$ cat config.mk
export PLATFORM = sky130hd
export DESIGN_NAME = sha512h_unit
export DESIGN_NICKNAME = d
export VERILOG_FILES = /design/src/rtl/sha512h_pkg.sv /design/src/rtl/sha512h_decode.sv /design/src/rtl/sha512h_lane.sv /design/src/rtl/sha512h_datapath.sv /design/src/rtl/sha512h_unit.sv
export SDC_FILE = /design/constraint.sdc
export NUM_CORES = 1
export LEC_CHECK = 0
export ABC_AREA = 1
export BUFFER_PORTS_ARGS = -buffer_cell sky130_fd_sc_hd__buf_4
export CAP_MARGIN = 20
export CORE_ASPECT_RATIO = 1.25
export CORE_MARGIN = 10
export CORE_UTILIZATION = 40
export CTS_BUF_LIST = sky130_fd_sc_hd__clkbuf_2
export DETAILED_ROUTE_END_ITERATION = 12
export GPL_TIMING_DRIVEN = 1
export PLACE_DENSITY = 0.66
export SKIP_CTS_REPAIR_TIMING = 1
export SYNTH_ARGS = -nofsm -noshare
export SYNTH_HDL_FRONTEND = slang
export SYNTH_SLANG_ARGS = --single-unit
$ cat constraint.sdc
create_clock -name clk_i -period 0.8 [get_ports clk_i]
set_clock_uncertainty 0.05 [all_clocks]
set_input_delay 0.16 -clock clk_i [delete_from_list [all_inputs] [get_ports clk_i]]
set_output_delay 0.16 -clock clk_i [all_outputs]
set_load 0.02 [all_outputs]
$ cat src/rtl/sha512h_pkg.sv
package sha512h_pkg;
  localparam int NUM_OPS = 6;
  localparam logic [6:0] OPCODE_OP = 7'b0110011;
  localparam logic [2:0] FUNCT3_OP = 3'b000;

  typedef enum logic [2:0] {
    OP_SUM0R = 3'd0,
    OP_SUM1R = 3'd1,
    OP_SIG0L = 3'd2,
    OP_SIG0H = 3'd3,
    OP_SIG1L = 3'd4,
    OP_SIG1H = 3'd5
  } op_e;

  typedef enum logic [1:0] {
    T_ROTR   = 2'd0,
    T_ROTL   = 2'd1,
    T_SHR_LO = 2'd2
  } term_kind_e;

  typedef struct packed {
    term_kind_e a_kind;
    logic [5:0] a_amt;
    term_kind_e b_kind;
    logic [5:0] b_amt;
    logic [5:0] c_amt;  // third term is always a right rotate
  } term_cfg_t;

  function automatic logic [6:0] funct7_of(int unsigned i);
    case (i)
      0:       return 7'b0101000;
      1:       return 7'b0101001;
      2:       return 7'b0101010;
      3:       return 7'b0101110;
      4:       return 7'b0101011;
      default: return 7'b0101111;
    endcase
  endfunction

  function automatic term_cfg_t cfg_of(int unsigned i);
    case (i)
      0:       return '{T_ROTL, 6'd25, T_ROTL,   6'd30, 6'd28};
      1:       return '{T_ROTL, 6'd23, T_ROTR,   6'd14, 6'd18};
      2:       return '{T_ROTR, 6'd1,  T_ROTR,   6'd7,  6'd8};
      3:       return '{T_ROTR, 6'd1,  T_SHR_LO, 6'd7,  6'd8};
      4:       return '{T_ROTL, 6'd3,  T_ROTR,   6'd6,  6'd19};
      default: return '{T_ROTL, 6'd3,  T_SHR_LO, 6'd6,  6'd19};
    endcase
  endfunction
endpackage

$ cat src/rtl/sha512h_decode.sv
module sha512h_decode
  import sha512h_pkg::*;
(
  input  logic                en_i,
  input  logic [31:0]         instr_i,
  output logic [NUM_OPS-1:0]  sel_o,
  output logic                legal_o
);
  logic [NUM_OPS-1:0] f7_hit;
  logic               base_hit;

  for (genvar g = 0; g < NUM_OPS; g++) begin : g_hit
    assign f7_hit[g] = (instr_i[31:25] == funct7_of(g));
  end

  assign base_hit = (instr_i[6:0] == OPCODE_OP) && (instr_i[14:12] == FUNCT3_OP);
  assign legal_o  = en_i && base_hit && (|f7_hit);
  assign sel_o    = legal_o ? f7_hit : '0;
endmodule

$ cat src/rtl/sha512h_lane.sv
module sha512h_lane
  import sha512h_pkg::*;
#(
  parameter int        XLEN = 32,
  parameter term_cfg_t CFG  = cfg_of(0)
) (
  input  logic [XLEN-1:0] src_a_i,
  input  logic [XLEN-1:0] src_b_i,
  output logic [XLEN-1:0] res_o
);
  localparam int DW = 2 * XLEN;

  function automatic logic [DW-1:0] rotr(logic [DW-1:0] v, int n);
    return (n == 0) ? v : ((v >> n) | (v << (DW - n)));
  endfunction

  function automatic logic [DW-1:0] rotl(logic [DW-1:0] v, int n);
    return (n == 0) ? v : ((v << n) | (v >> (DW - n)));
  endfunction

  function automatic logic [DW-1:0] term(term_kind_e k, logic [DW-1:0] v,
                                         logic [DW-1:0] lo, int n);
    case (k)
      T_ROTL:   return rotl(v, n);
      T_SHR_LO: return lo >> n;
      default:  return rotr(v, n);
    endcase
  endfunction

  logic [DW-1:0] x, lo_only, t_a, t_b, t_c, mix;

  always_comb begin
    x       = {src_b_i, src_a_i};
    lo_only = {{XLEN{1'b0}}, src_a_i};
    t_a     = term(CFG.a_kind, x, lo_only, int'(CFG.a_amt));
    t_b     = term(CFG.b_kind, x, lo_only, int'(CFG.b_amt));
    t_c     = rotr(x, int'(CFG.c_amt));
    mix     = t_a ^ t_b ^ t_c;
    res_o   = mix[XLEN-1:0];
  end
endmodule

$ cat src/rtl/sha512h_datapath.sv
module sha512h_datapath
  import sha512h_pkg::*;
#(
  parameter int XLEN = 32
) (
  input  logic [NUM_OPS-1:0] sel_i,
  input  logic [XLEN-1:0]    src_a_i,
  input  logic [XLEN-1:0]    src_b_i,
  output logic [XLEN-1:0]    res_o
);
  logic [XLEN-1:0] lane_res [NUM_OPS];

  for (genvar g = 0; g < NUM_OPS; g++) begin : g_lane
    sha512h_lane #(
      .XLEN (XLEN),
      .CFG  (cfg_of(g))
    ) lane_i (
      .src_a_i (src_a_i),
      .src_b_i (src_b_i),
      .res_o   (lane_res[g])
    );
  end

  // AND-OR mux; zero when nothing selected
  always_comb begin
    res_o = '0;
    for (int i = 0; i < NUM_OPS; i++) begin
      res_o |= lane_res[i] & {XLEN{sel_i[i]}};
    end
  end
endmodule

$ cat src/rtl/sha512h_unit.sv
module sha512h_unit
  import sha512h_pkg::*;
#(
  parameter int XLEN = 32
) (
  input  logic            clk_i,
  input  logic            rst_ni,
  input  logic            en_i,
  input  logic            valid_i,
  input  logic [31:0]     instr_i,
  input  logic [XLEN-1:0] src_a_i,
  input  logic [XLEN-1:0] src_b_i,
  output logic            valid_o,
  output logic            illegal_o,
  output logic [XLEN-1:0] result_o
);
  logic [NUM_OPS-1:0] sel;
  logic               legal;
  logic [XLEN-1:0]    res_d;

  sha512h_decode dec_i (
    .en_i    (en_i),
    .instr_i (instr_i),
    .sel_o   (sel),
    .legal_o (legal)
  );

  sha512h_datapath #(.XLEN(XLEN)) dp_i (
    .sel_i   (sel),
    .src_a_i (src_a_i),
    .src_b_i (src_b_i),
    .res_o   (res_d)
  );

  always_ff @(posedge clk_i or negedge rst_ni) begin
    if (!rst_ni) begin
      valid_o   <= 1'b0;
      illegal_o <= 1'b0;
      result_o  <= '0;
    end else begin
      valid_o   <= valid_i;
      illegal_o <= valid_i && !legal;
      result_o  <= valid_i ? res_d : '0;
    end
  end
endmodule

==> run summary <==
The slowest stage of the critical path belongs to the cell sky130_fd_sc_hd__dfrtp_1. The checks that failed: setup timing. In the synthesized netlist, the cells that appear most often are sky130_fd_sc_hd__nand2_1, sky130_fd_sc_hd__xnor2_1, sky130_fd_sc_hd__xor2_1. The critical path startpoint is result_o[10]. Setup repair after global routing could not meet its margin everywhere. For this run, the total global-route usage over all layers was measured as 0.209. The initial utilization of the core area, before any placement, comes to 0.411. In this run the most critical hold path is launched from valid_i. Once detail routing completed, the nets flagged for antenna violations numbered 0. The run finished, with violations left. The overflow left after global routing came out at 0.

The highest clock rate is 793 MHz. The count of cells in the finished layout, fillers not included, comes to 1069. The transition time at the pin with the least slew margin is 0.462 ns. Wires add up to 19600 µm. The number of maximum-capacitance violations came out at 0. The final period utilization is 1.58. Buffers inserted during clock tree synthesis total 5. A synthesized cell averages 6.84 µm². The pin count of the biggest net entering global routing is 40.

The share of synthesized flip-flops with an asynchronous set or reset is 1.00. The via density per instance came out at 4.97. The required time of the critical path came out at 0.59 ns. The clock passes through at most 2 buffers. The via count of the first global-routing pass came out at 5194. Measured against its own limit, the worst slew margin works out to 0.692. Traced cell by cell, the critical path runs through buf_6.

The minimum clock period is 1.26 ns. The CTS root buffer is sky130_fd_sc_hd__clkbuf_2. STA classifies the critical path startpoint as a flip-flop. STA classifies the critical path endpoint as an output pin.

The worst setup path is of the reg2out kind. The routability congestion estimate came out at 1.03. Detailed placement finished with a half-perimeter wire length of 15400 µm. The post-synthesis instance area came out at 5020 µm². In this run the tool buffered the top-level ports with 118 buffer cells. Setup violations remaining at the end of the flow were counted as 67.

Of all cell types, the one taking the most synthesized area is sky130_fd_sc_hd__xnor2_1. The floorplan die width came out at 120 µm. When the netlist entered floorplanning its net count stood at 833.

The worst setup slack after layout is -0.462 ns. The clock-pin slew of the registers on the worst-case setup and hold paths is 0.21 ns. In this run the worst path has a maximum fanout of 1. The antenna cell count is 0. The standard cell core area came out at 12200 µm². The area share of the largest cell type after synthesis is 0.243. In this run the static leakage power is 3.71 nW.

The first-pass GRT wire length came out at 28700 µm. The vertical extent of the die came out at 145 µm. The number of cells on the critical path is 1.

The largest voltage drop on the vdd net came out at 500 µV. In this design, the largest share of critical-path delay is due to flip-flops. The total buffers and inverters traversed by the critical path is 1. After the first detailed-routing iteration, the DRC count stood at 389. Fill cells in the final layout number 1125. The floorplan row count came out at 45. Data arrives at the worst endpoint at 1.05 ns. The area growth from synthesis to final layout came out at 48.2%. 134 I/O pins were placed. The count of cell types in the netlist came out at 22.

TritonCTS built the clock tree. The number of nets in the finished design is 1004. Sorting the synthesized cells by area gives the leading types as sky130_fd_sc_hd__xnor2_1, sky130_fd_sc_hd__xor2_1, sky130_fd_sc_hd__dfrtp_1. The clock drives 34 sinks. The count of mapped cells out of synthesis came out at 733.

The total of warnings raised by yosys came out at 0. The min-delay analysis places its worst path in the category in2reg. The register bit count reported by yosys came out at 34.

After detailed routing, the number of remaining DRC violations is 0. The instance count along the most critical hold path is 4. The initial antenna violation count was 0. The area of the die came out at 17500 µm². The total number of vias is 5309.

The number of slew-limit violations in the final report is 0. The number of H-tree levels came out at 2. The hold violation count in the final report is 0. The post-layout total power came out at 5.77 mW.

The number of cells after detailed placement came out at 1048. In this run, synthesis inferred 0 flip-flops with an integrated enable. The highest cell delay on the worst timing path is 0.47 ns.

The most common cell in the synthesized netlist is sky130_fd_sc_hd__nand2_1. In this run the power density over the cells is 776 nW/µm². The fraction of final layout cells sized beyond drive strength 1 came out at 0.343. Among all flip-flop cells after synthesis, the most frequent one is sky130_fd_sc_hd__dfrtp_1. The detailed-route wire length per cell is 18.3 µm. The number of iterations in the first detailed-routing pass came out at 5. Of the synthesized area, sequential elements account for 0.170.
[report_power, final]
group	total (mW)	leakage, nW	internal (mW)	switching (mW)
clock network	0.889	0.0304	0.214	0.674
registers	1.73	0.471	1.73	0.00239
logic	3.15	3.21	1.49	1.67
total	5.77	3.71	3.43	2.34
[metrics by stage]
| stage | TNS [ns] | hold slack (ns) | utilization | area (µm²) | setup WS, ns |
|---|---|---|---|---|---|
| floorplan | -20.78 | -0.186 | - | 5060 | -0.662 |
| global placement | -27.64 | 0.0976 | 0.552 | 6750 | -0.931 |
| detailed placement | -27.77 | 0.102 | 0.552 | 6750 | -0.923 |
| CTS | -26.51 | -0.396 | 0.555 | 6790 | -0.479 |
| global route | -29.87 | 0.124 | 0.608 | 7430 | -0.540 |
| finish | -25.93 | 0.111 | 0.608 | 7430 | -0.462 |
[state kept, by name, summed over array words and instances (netlist names)]
signal	cells
result_o	32
illegal_o	1
valid_o	1
[worst paths after layout]
path / endpoint / slack, ns
worst max-delay path: result_o[10] / -0.46
worst min-delay path: result_o[17] / 0.11
max in group asynchronous: result_o[29] / 0.21
min in group asynchronous: result_o[13] / 0.14
[cell usage in the layout, fill, tap and decap left out, types with 2 or more instances in the layout]
cell	netlist	layout
sky130_fd_sc_hd__nand2_4	1	12
sky130_fd_sc_hd__nand4_1	39	39
sky130_fd_sc_hd__xnor2_1	139	139
sky130_fd_sc_hd__nand2_2	2	19
sky130_fd_sc_hd__inv_1	57	54
sky130_fd_sc_hd__buf_6	0	42
sky130_fd_sc_hd__clkbuf_2	0	6
sky130_fd_sc_hd__a21oi_2	0	5
sky130_fd_sc_hd__nor2_4	6	13
sky130_fd_sc_hd__clkbuf_16	0	6
sky130_fd_sc_hd__xor2_1	117	117
sky130_fd_sc_hd__nand3_4	0	2
sky130_fd_sc_hd__inv_4	0	3
sky130_fd_sc_hd__nand2_1	180	151
sky130_fd_sc_hd__inv_2	6	5
sky130_fd_sc_hd__nor2_1	67	51
sky130_fd_sc_hd__buf_4	10	163
sky130_fd_sc_hd__dfrtp_1	34	34
sky130_fd_sc_hd__clkinv_1	2	3
sky130_fd_sc_hd__nor2_2	2	11
sky130_fd_sc_hd__dlygate4sd3_1	0	2
sky130_fd_sc_hd__buf_12	0	16
sky130_fd_sc_hd__nand3_1	3	2
[layout make-up]
| class | count | area (µm²) | share of cell area |
|---|---|---|---|
| multi-input combinational | 568 | 3880 | 0.522 |
| clock buffer | 6 | 30.0 | 0.00404 |
| tap | 164 | 205 | 0.0276 |
| inverter | 65 | 256 | 0.0345 |
| clock inverter | 2 | 8.76 | 0.00118 |
| timing repair buffer | 230 | 2200 | 0.296 |
| sequential | 34 | 851 | 0.114 |
[per-layer routing]
layer / GRT usage / vias to the layer above / routed length, µm
met5: 0 / - / 0
met4: 0.137 / 0 / 1210
met3: 0.0465 / 70 / 1510
met2: 0.331 / 292 / 9220
met1: 0.247 / 2437 / 7620
li1: - / 2510 / -
[cells by family after synthesis]
logic type	Yosys count	synth area share
buffers and inverters	131	0.109
AOI/OAI and AO/OA	6	0.00599
xor gates and xnor gates	256	0.447
and+or+nand+nor	306	0.269
DFF	34	0.170
[tightest hold or removal path, cell delays in order]
cell and delay, ns:
sky130_fd_sc_hd__buf_4 0.08, sky130_fd_sc_hd__inv_1 0.06, sky130_fd_sc_hd__buf_12 0.17, sky130_fd_sc_hd__nor2_1 0.09
(Power assumes the default switching activity.)
